--- config.mk ---
export PLATFORM = sky130hd
export DESIGN_NAME = dram_sense_seq
export DESIGN_NICKNAME = d
export VERILOG_FILES = /design/src/rtl/dsr_pkg.sv /design/src/rtl/dsr_ctrl.sv /design/src/rtl/dsr_datapath.sv /design/src/rtl/dram_sense_seq.sv
export SDC_FILE = /design/constraint.sdc
export NUM_CORES = 1
export LEC_CHECK = 0
export BUFFER_PORTS_ARGS = -buffer_cell sky130_fd_sc_hd__buf_2
export CAP_MARGIN = 15
export CORE_MARGIN = 2
export CORE_UTILIZATION = 52
export CTS_BUF_LIST = sky130_fd_sc_hd__clkbuf_8
export DETAILED_ROUTE_END_ITERATION = 16
export PLACE_DENSITY_LB_ADDON = 0.15
export SYNTH_ARGS = -nofsm -noshare
export SYNTH_HDL_FRONTEND = slang
export SYNTH_SLANG_ARGS = --single-unit
export TNS_END_PERCENT = 20
--- constraint.sdc ---
create_clock -name clk -period 1.8 [get_ports clk]
set_clock_uncertainty 0.15 [all_clocks]
set_input_delay 0.09 -clock clk [delete_from_list [all_inputs] [get_ports clk]]
set_output_delay 0.09 -clock clk [all_outputs]
set_load 0.02 [all_outputs]
--- src/rtl/dsr_pkg.sv ---
package dsr_pkg;
  typedef enum logic [2:0] {
    PH_IDLE, PH_PRECH, PH_SELECT, PH_LATCH,
    PH_ISOLATE, PH_EQUAL, PH_DRST, PH_DONE
  } phase_t;

  typedef struct packed {
    logic capture;
    logic prech;
    logic select;
    logic fire;
    logic restore;
    logic isolate;
    logic equalise;
    logic dummyRel;
  } strobes_t;
endpackage

--- src/rtl/dsr_ctrl.sv ---
module dsr_ctrl
  import dsr_pkg::*;
#(
  parameter int PHASE_LEN = 2
) (
  input  logic     clk,
  input  logic     rstN,
  input  logic     req,
  output strobes_t stb,
  output logic     done
);
  localparam int CNT_W = (PHASE_LEN > 1) ? $clog2(PHASE_LEN) : 1;

  phase_t state;
  logic [CNT_W-1:0] cnt;
  logic lastCyc, firstCyc;

  assign lastCyc  = (cnt == CNT_W'(PHASE_LEN - 1));
  assign firstCyc = (cnt == '0);

  function automatic phase_t nextPh(phase_t p);
    case (p)
      PH_PRECH:   return PH_SELECT;
      PH_SELECT:  return PH_LATCH;
      PH_LATCH:   return PH_ISOLATE;
      PH_ISOLATE: return PH_EQUAL;
      PH_EQUAL:   return PH_DRST;
      default:    return PH_DONE;
    endcase
  endfunction

  always_ff @(posedge clk) begin
    if (!rstN) begin
      state <= PH_IDLE;
      cnt   <= '0;
    end else begin
      case (state)
        PH_IDLE: if (req) begin
          state <= PH_PRECH;
          cnt   <= '0;
        end
        PH_DONE: state <= PH_IDLE;
        default: if (lastCyc) begin
          state <= nextPh(state);
          cnt   <= '0;
        end else begin
          cnt <= cnt + 1'b1;
        end
      endcase
    end
  end

  always_comb begin
    stb          = '0;
    stb.capture  = (state == PH_IDLE) && req;
    stb.prech    = (state == PH_PRECH) && firstCyc;
    stb.select   = (state == PH_SELECT) && firstCyc;
    stb.fire     = (state == PH_LATCH) && firstCyc;
    stb.restore  = (state == PH_LATCH) && lastCyc;
    stb.isolate  = (state == PH_ISOLATE) && firstCyc;
    stb.equalise = (state == PH_EQUAL) && firstCyc;
    stb.dummyRel = (state == PH_DRST) && lastCyc;
  end

  assign done = (state == PH_DONE);

  // done lasts one cycle and follows the dummy-reset phase
  p_done_pulse_r2: assert property (@(posedge clk) disable iff (!rstN)
    done |=> !done);
  p_done_after_drst_r2: assert property (@(posedge clk) disable iff (!rstN)
    done |-> $past(state) == PH_DRST);
  // a new sequence starts only from idle
  p_start_from_idle_r5: assert property (@(posedge clk) disable iff (!rstN)
    (state == PH_PRECH && firstCyc) |-> $past(state) == PH_IDLE);
  // at most one sequencing strobe at a time (restore may coincide with fire)
  p_strobe_onehot_r6: assert property (@(posedge clk) disable iff (!rstN)
    $onehot0({stb.capture, stb.prech, stb.select, stb.fire,
              stb.isolate, stb.equalise, stb.dummyRel}));
endmodule

--- src/rtl/dsr_datapath.sv ---
module dsr_datapath
  import dsr_pkg::*;
#(
  parameter int ROWS = 8,
  parameter int COLS = 4,
  localparam int CELLS = ROWS * COLS,
  localparam int ROW_W = (ROWS > 1) ? $clog2(ROWS) : 1,
  localparam int COL_W = (COLS > 1) ? $clog2(COLS) : 1,
  localparam int IDX_W = (CELLS > 1) ? $clog2(CELLS) : 1
) (
  input  logic             clk,
  input  logic             rstN,
  input  strobes_t         stb,
  input  logic             we,
  input  logic [ROW_W-1:0] row,
  input  logic [COL_W-1:0] col,
  input  logic             wdata,
  output logic             rdata
);
  logic [CELLS-1:0] mem;
  logic [ROW_W-1:0] rowQ;
  logic [COL_W-1:0] colQ;
  logic weQ, wdQ;
  logic cellSel, dumSel, dummyRef;
  logic blNode, dblNode, blBelowRef;
  logic [IDX_W-1:0] idx;
  logic resolved;

  assign idx      = IDX_W'(rowQ) * IDX_W'(COLS) + IDX_W'(colQ);
  // cell 0 pulls the bit line further below the dummy reference
  assign resolved = weQ ? wdQ : ~blBelowRef;

  always_ff @(posedge clk) begin
    if (!rstN) begin
      mem        <= '0;
      rowQ       <= '0;
      colQ       <= '0;
      weQ        <= 1'b0;
      wdQ        <= 1'b0;
      cellSel    <= 1'b0;
      dumSel     <= 1'b0;
      dummyRef   <= 1'b1;
      blNode     <= 1'b1;
      dblNode    <= 1'b1;
      blBelowRef <= 1'b0;
      rdata      <= 1'b0;
    end else begin
      if (stb.capture) begin
        rowQ <= row;
        colQ <= col;
        weQ  <= we;
        wdQ  <= wdata;
      end
      if (stb.prech) begin
        blNode  <= 1'b1;
        dblNode <= 1'b1;
      end
      if (stb.select) begin
        cellSel    <= 1'b1;
        dumSel     <= 1'b1;
        blBelowRef <= ~mem[idx];
        mem[idx]   <= 1'b0;   // charge shared away: read is destructive
        dummyRef   <= 1'b0;
      end
      if (stb.fire) begin
        blNode  <= resolved;
        dblNode <= ~resolved;
      end
      if (stb.restore) begin
        mem[idx] <= resolved;
        if (!weQ) rdata <= resolved;
      end
      if (stb.isolate) cellSel <= 1'b0;
      if (stb.equalise) begin
        blNode  <= 1'b1;
        dblNode <= 1'b1;
      end
      if (stb.dummyRel) begin
        dumSel   <= 1'b0;
        dummyRef <= 1'b1;
      end
    end
  end

  // selects rise together, write-back only while selected,
  // dummy released after isolation and equalisation
  p_sel_together_r6: assert property (@(posedge clk) disable iff (!rstN)
    $rose(cellSel) |-> $rose(dumSel));
  p_restore_selected_r6: assert property (@(posedge clk) disable iff (!rstN)
    stb.restore |-> (cellSel && dumSel));
  p_dummy_last_r6: assert property (@(posedge clk) disable iff (!rstN)
    $fell(dumSel) |-> (!cellSel && blNode == dblNode));
  // selection starts from precharged nodes and a reference-level dummy
  p_ref_ready_r7: assert property (@(posedge clk) disable iff (!rstN)
    stb.select |-> (dummyRef && blNode && dblNode));
  p_latch_split_r7: assert property (@(posedge clk) disable iff (!rstN)
    $past(stb.fire) |-> (blNode != dblNode));
  // captured access fields stay put while the cell is selected
  p_hold_addr_r5: assert property (@(posedge clk) disable iff (!rstN)
    cellSel |=> ($stable(rowQ) && $stable(colQ) && $stable(weQ)));
endmodule

--- src/rtl/dram_sense_seq.sv ---
module dram_sense_seq
  import dsr_pkg::*;
#(
  parameter int ROWS      = 8,
  parameter int COLS      = 4,
  parameter int PHASE_LEN = 2,
  localparam int ROW_W = (ROWS > 1) ? $clog2(ROWS) : 1,
  localparam int COL_W = (COLS > 1) ? $clog2(COLS) : 1
) (
  input  logic             clk,
  input  logic             rstN,
  input  logic             req,
  input  logic             we,
  input  logic [ROW_W-1:0] row,
  input  logic [COL_W-1:0] col,
  input  logic             wdata,
  output logic             rdata,
  output logic             done
);
  strobes_t stb;

  dsr_ctrl #(.PHASE_LEN(PHASE_LEN)) u_ctrl (
    .clk  (clk),
    .rstN (rstN),
    .req  (req),
    .stb  (stb),
    .done (done)
  );

  dsr_datapath #(.ROWS(ROWS), .COLS(COLS)) u_dp (
    .clk   (clk),
    .rstN  (rstN),
    .stb   (stb),
    .we    (we),
    .row   (row),
    .col   (col),
    .wdata (wdata),
    .rdata (rdata)
  );
endmodule

## Word level (Yosys, flattened, before mapping)

Cells that the tools add are included.

| operators by class | value |
|---|---|
| add/sub/neg operators | 2 |
| magnitude comparators | 2 |
| equality and inequality tests | 7 |
| reduce and logical (&&, ||, !) cells | 9 |
| bitwise logic cells | 7 |
| muxes and demuxes | 16 |

Operators by type and width:

| operator | count |
|---|---|
| 2-to-1 mux 32 bit | 3 |
| bitwise AND 32 bit | 1 |
| bitwise mux 32 bit | 1 |
| inverter 32 bit | 1 |
| case mux 3 bit (5 select lines) | 1 |
| equality test 3 bit, second input constant | 3 |
| equality test 3 x 2 -> 1 bit, second input constant | 2 |
| < comparator 5 x 6 -> 1 bit, second input constant | 1 |
| 2-to-1 mux 3 bit | 2 |
| case mux 3 bit (2 select lines) | 1 |
| AND reduction 2 bit | 3 |
| adder 5 x 2 -> 5 bit | 1 |
| binary-select mux 1 bit (select 5 bit) | 1 |
| demux 1 bit (select 5 bit) | 1 |
| >= comparator 5 x 1 -> 1 bit, second input constant | 1 |
| 2-to-1 mux 1 bit | 5 |
| inverter 1 bit | 5 |
| logical AND 1 bit | 4 |
| equality test 3 x 1 -> 1 bit, second input constant | 1 |
| zero test 3 bit | 1 |
| nonzero test 3 bit | 1 |
| inequality test 2 bit, second input constant | 1 |
| case mux 1 bit (2 select lines) | 1 |
| adder 1 bit, second input constant | 1 |

| word-level totals | value |
|---|---|
| flip-flop bits (word level) | 45 |
| output and inout bits | 2 |

## Logic depth before layout (Yosys ltp)

| depth | value |
|---|---|
| depth in word-level cells | 11 |
| depth in mapped cells | 7 |
| mapped depth without buffers | 5 |

## Modules after synthesis

A second synthesis with hierarchy kept.

| second synthesis, totals | value |
|---|---|
| cell total of the unflattened synthesis | 278 |
| area, all modules | 2391.0 µm² |

Modules (own cells, without submodules):

| module | cells an instance | sequential area each (µm²) | area an instance (µm²) | times used |
|---|---|---|---|---|
| dsr_datapath | 226 | 820.8 | 2021.9 | 1 |
| dsr_ctrl | 52 | 80.1 | 369.1 | 1 |

## Worst setup path after synthesis

No wires, ideal clock.

| path | value |
|---|---|
| path type | register to register |
| start point | reg u_dp.rowQ[1] |
| end point | reg u_dp.blBelowRef |
| data required time | 1531 ps |
| setup time | 119 ps |
| buffers on the path | 2 |
| arrival | 1297 ps |
| clock period less this slack | 1565 ps |
| stages on the path, launching flop included | 8 |
| setup slack | 235 ps |
| cell sequence | dfxtp_1 -> buf_4 -> and3b_1 -> buf_6 -> a22oi_2 -> nand3_1 -> a221oi_2 -> nor2_2 |

| between the ends | value |
|---|---|
| word-level cells in the longest chain between the ends | 4 |

Ends and longest elaborated chain:

| element | line | RTL |
|---|---|---|
| start: declaration | dsr_datapath.sv:21 | `logic [ROW_W-1:0] rowQ;` |
| start signal: assignment | dsr_datapath.sv:49 | `rowQ <= row;` |
| adder 5 x 2 -> 5 bit | dsr_datapath.sv:29 | `assign idx = IDX_W'(rowQ) * IDX_W'(COLS) + IDX_W'(colQ);` |
| binary-select mux 1 bit (select 5 bit) | dsr_datapath.sv:61 | `blBelowRef <= ~mem[idx];` |
| 2-to-1 mux 1 bit (implied by the code) | dsr_datapath.sv:61 |  |
| inverter 1 bit | dsr_datapath.sv:61 |  |
| end signal: assignment | dsr_datapath.sv:61 |  |
| end: declaration | dsr_datapath.sv:25 | `logic blNode, dblNode, blBelowRef;` |

Every way passes these cells. The select of a mux whose other input is x is not followed.
A chain may end at the register's enable or synchronous reset.

## Worst setup path in the final report

| path | value |
|---|---|
| start point | reg u_dp.weQ |
| end point | reg u_dp.mem[17] |

| between the ends | value |
|---|---|
| word-level cells in the longest chain between the ends | 3 |

Ends and longest elaborated chain:

| element | line | RTL |
|---|---|---|
| start: declaration | dsr_datapath.sv:23 | `logic weQ, wdQ;` |
| start signal: assignment | dsr_datapath.sv:51 | `weQ <= we;` |
| 2-to-1 mux 1 bit | dsr_datapath.sv:31 | `assign resolved = weQ ? wdQ : ~blBelowRef;` |
| bitwise mux 32 bit | dsr_datapath.sv:70 | `mem[idx] <= resolved;` |
| 2-to-1 mux 32 bit | dsr_datapath.sv:69 | `if (stb.restore) begin` |
| end signal: indexed assignment | dsr_datapath.sv:70 |  |
| end: declaration | dsr_datapath.sv:20 | `logic [CELLS-1:0] mem;` |

Every way passes these cells.

==> flow_metrics.tcl <==
set metrics [dict create \
    outcome "finished, final reports clean" \
    clkSinkCount 45 \
    multiInputGateArea_sq_um 1408 \
    power_frac_seq_pct 52.5 \
    h-tree-depth 2 \
    post-route-period-util_pct 90.23 \
    internal-power_uw 1445 \
    cts_buffers 5 \
    dr.pass1.iters 4 \
    grt_setup_unrepaired "false" \
    max_clock_freq_mhz 615.7 \
    fill_cells 429 \
    syn_area_sq_um 2490 \
    max_cap_viol_count 0 \
    cp_max_fo 8 \
    clk_latency_ns 0.30 \
    async_reset_ff_share_pct 0 \
    grt_overflow 0 \
    pwr-share-clk_pct 30.1 \
    routed_wl_mm 5.608 \
    grt_max_degree 33 \
    switching_share_pct 27.25 \
    comb_power_share_pct 17.4 \
    hold_path_class "input port to flip-flop" \
    via_per_inst 5.472 \
    ys.warnings.count 0 \
    p_leak_uw 0.001069 \
    post-place-cells 364 \
    crit_path_end_kind "flip-flop" \
    fin_tns_setup_ns 0 \
    drc_errors 0 \
    ys_types 38 \
    hold_violations 0 \
    min_period_ns 1.624 \
    dieArea_sq_um 5358 \
    routedWlPerCell_um 14.80 \
    slew_headroom_pct 72.48 \
    die_w_um 73.20 \
    syn-instance-count 295 \
    io_pins 12 \
    ys_ff_latch 45 \
    vdd_drop_max_uv 383.0 \
    power_density_nw_per_um2 702.0 \
    ant_nets 0 \
    vias 2074 \
    cts_tree "yes" \
    hpwl_mm 3.942 \
    drive_gt1_share_pct 21.54 \
    antenna_cells 0 \
    clk_pin_slew_ns 0.08 \
    register_area_sq_um 902.1 \
    setup_violations 0 \
    arrival_ns 1.70 \
    stdcell_count 379 \
    slew_violations 0 \
    fp.dieH_um 73.20 \
    synth_edf_count 0 \
    track_usage_pct 23.35 \
    synth_nets 305 \
    ys.flop_type "dfxtp_1" \
    finalNetCount 334 \
    p_switching_uw 541.4 \
    syn2layout_area_growth_pct 13.67 \
    finalPower_uw 1987 \
    grt_pass1_wl_mm 9.570 \
    clock_tree.buffer_depth 2 \
    initial_core_util_pct 53.42 \
    clock-root-buffer "clkbuf_8" \
    synth-seq-area-share_pct 36.18 \
    io_buffers 11 \
    drt_iter0_drc 125 \
    worstMarginPinSlew_ns 0.4128 \
    core.rowCount 25 \
    criticalPathCategory "flip-flop to flip-flop" \
    coreArea_sq_um 4661 \
    first_global_vias 1953 \
    cp-start-kind "flip-flop" \
    place.gp.congestion 0.7845 \
    post_synth.cell_area_avg_sq_um 8.440 \
    cp.required_ns 1.88 \
    antenna_found_initial 0 \
]
-- logic make-up (layout without fill, tap and decap cells) --
logic type / Yosys count / count (layout) / synth area share, %
flip-flops: 45 / 45 / 36.18
buffers and inverters: 27 / 57 / 7.638
multiplexers: 20 / 20 / 10.05
AND/OR/NAND/NOR: 122 / 122 / 25.08
AO/OA/AOI/OAI: 81 / 81 / 21.06
-- path summary, 6_finish.rpt --
check                                  from           end  slack, ns  cells past startpoint
worst max-delay path               u_dp.weQ  u_dp.mem[17]       0.18                      5
worst max register to register     u_dp.weQ  u_dp.mem[17]       0.18                      5
worst min register to register  u_dp.mem[7]   u_dp.mem[7]       0.33                      2
worst min-delay path                    req    u_ctrl.cnt       0.05                      4
-- final cells by class --
type | count | area share [%]
clock buffers | 5 | 2.431
clock inverters | 3 | 0.4863
multi-input cells | 223 | 49.73
flip-flops and latches | 45 | 31.87
well taps | 54 | 2.387
repair buffers | 49 | 13.09
-- power groups by stage --
stage	Clock, uW	Sequential, uW	Combinational, uW
final	597	1040	346
after global routing	664	1050	381
after CTS	622	1040	345
after detailed placement	0	1070	333
after global placement	0	1070	330
after floorplan	0	1050	245
-- synthesized netlist by cell type (5+ instances only) --
cell,n,area share [%]
buf_2,7,1.4
clkbuf_1,5,0.75
a21boi_0,19,5.7
dfxtp_1,45,36
nor2b_1,11,2.8
a21boi_1,16,4.8
buf_4,7,2.1
and2_1,5,1.3
buf_6,7,3.2
a21oi_1,5,1.0
mux2i_1,16,6.4
nor2_1,8,1.2
o21ai_0,35,7.0
nand2_1,70,11
-- critical path, cell delays in order, from the launching register on --
cell and delay [ns]:
dfxtp_1 0.35, nor2b_4 0.14, nor3_2 0.28, and2_1 0.38, nand2_1 0.09, a21boi_1 0.15
-- per-layer routing --
metal | part of all wire [%] | vias to the layer above | global-route usage [%] | routed length, um
met1 | 46 | 958 | 32.53 | 2588
met4 | 0.57 | 0 | 4.321 | 32
met5 | 0 | - | 0 | 0
met2 | 48 | 43 | 37.94 | 2700
li1 | - | 1068 | - | -
met3 | 5.1 | 5 | 4.420 | 287
-- stage by stage --
stage                     utilization (%)  area (sq um)  hold WS [ns]  setup WS (ns)
after detailed placement            57.37          2674        0.2047        0.07061
final                               60.72          2830       0.04700         0.1758
after floorplan                         -          2490       0.09314         0.2348
after global placement              57.37          2674        0.1977         0.1266
after CTS                           60.64          2826       0.03016        0.04040
after global routing                60.72          2830       0.07966        0.01247
-- placed cells by master (no fill, tap or decap), types with 7 or more instances in the layout --
cell type	instances
a21boi_0	19
a21boi_1	16
buf_2	11
buf_4	30
dfxtp_1	44
dlygate4sd3_1	7
mux2i_1	16
nand2_1	70
nor2_1	8
nor2b_1	11
o21ai_0	35
-- state kept, by name, summed over array words and instances, names as in the netlist --
| name | count |
|---|---|
| u_dp.rdata | 1 |
| u_ctrl.cnt | 1 |
| u_dp.mem | 32 |
| u_dp.wdQ | 1 |
| u_dp.weQ | 1 |
| u_dp.colQ | 2 |
| u_dp.rowQ | 3 |
| u_ctrl.state | 3 |
| u_dp.blBelowRef | 1 |
-- what timing repair did --
action	CTS	global route
hold buffers	7	0
hold endpoints to repair	7	0
buffers inserted	0	0
endpoints found under the setup margin	0	16
gates resized for setup	0	3
Power figures use the tool's default switching activity.
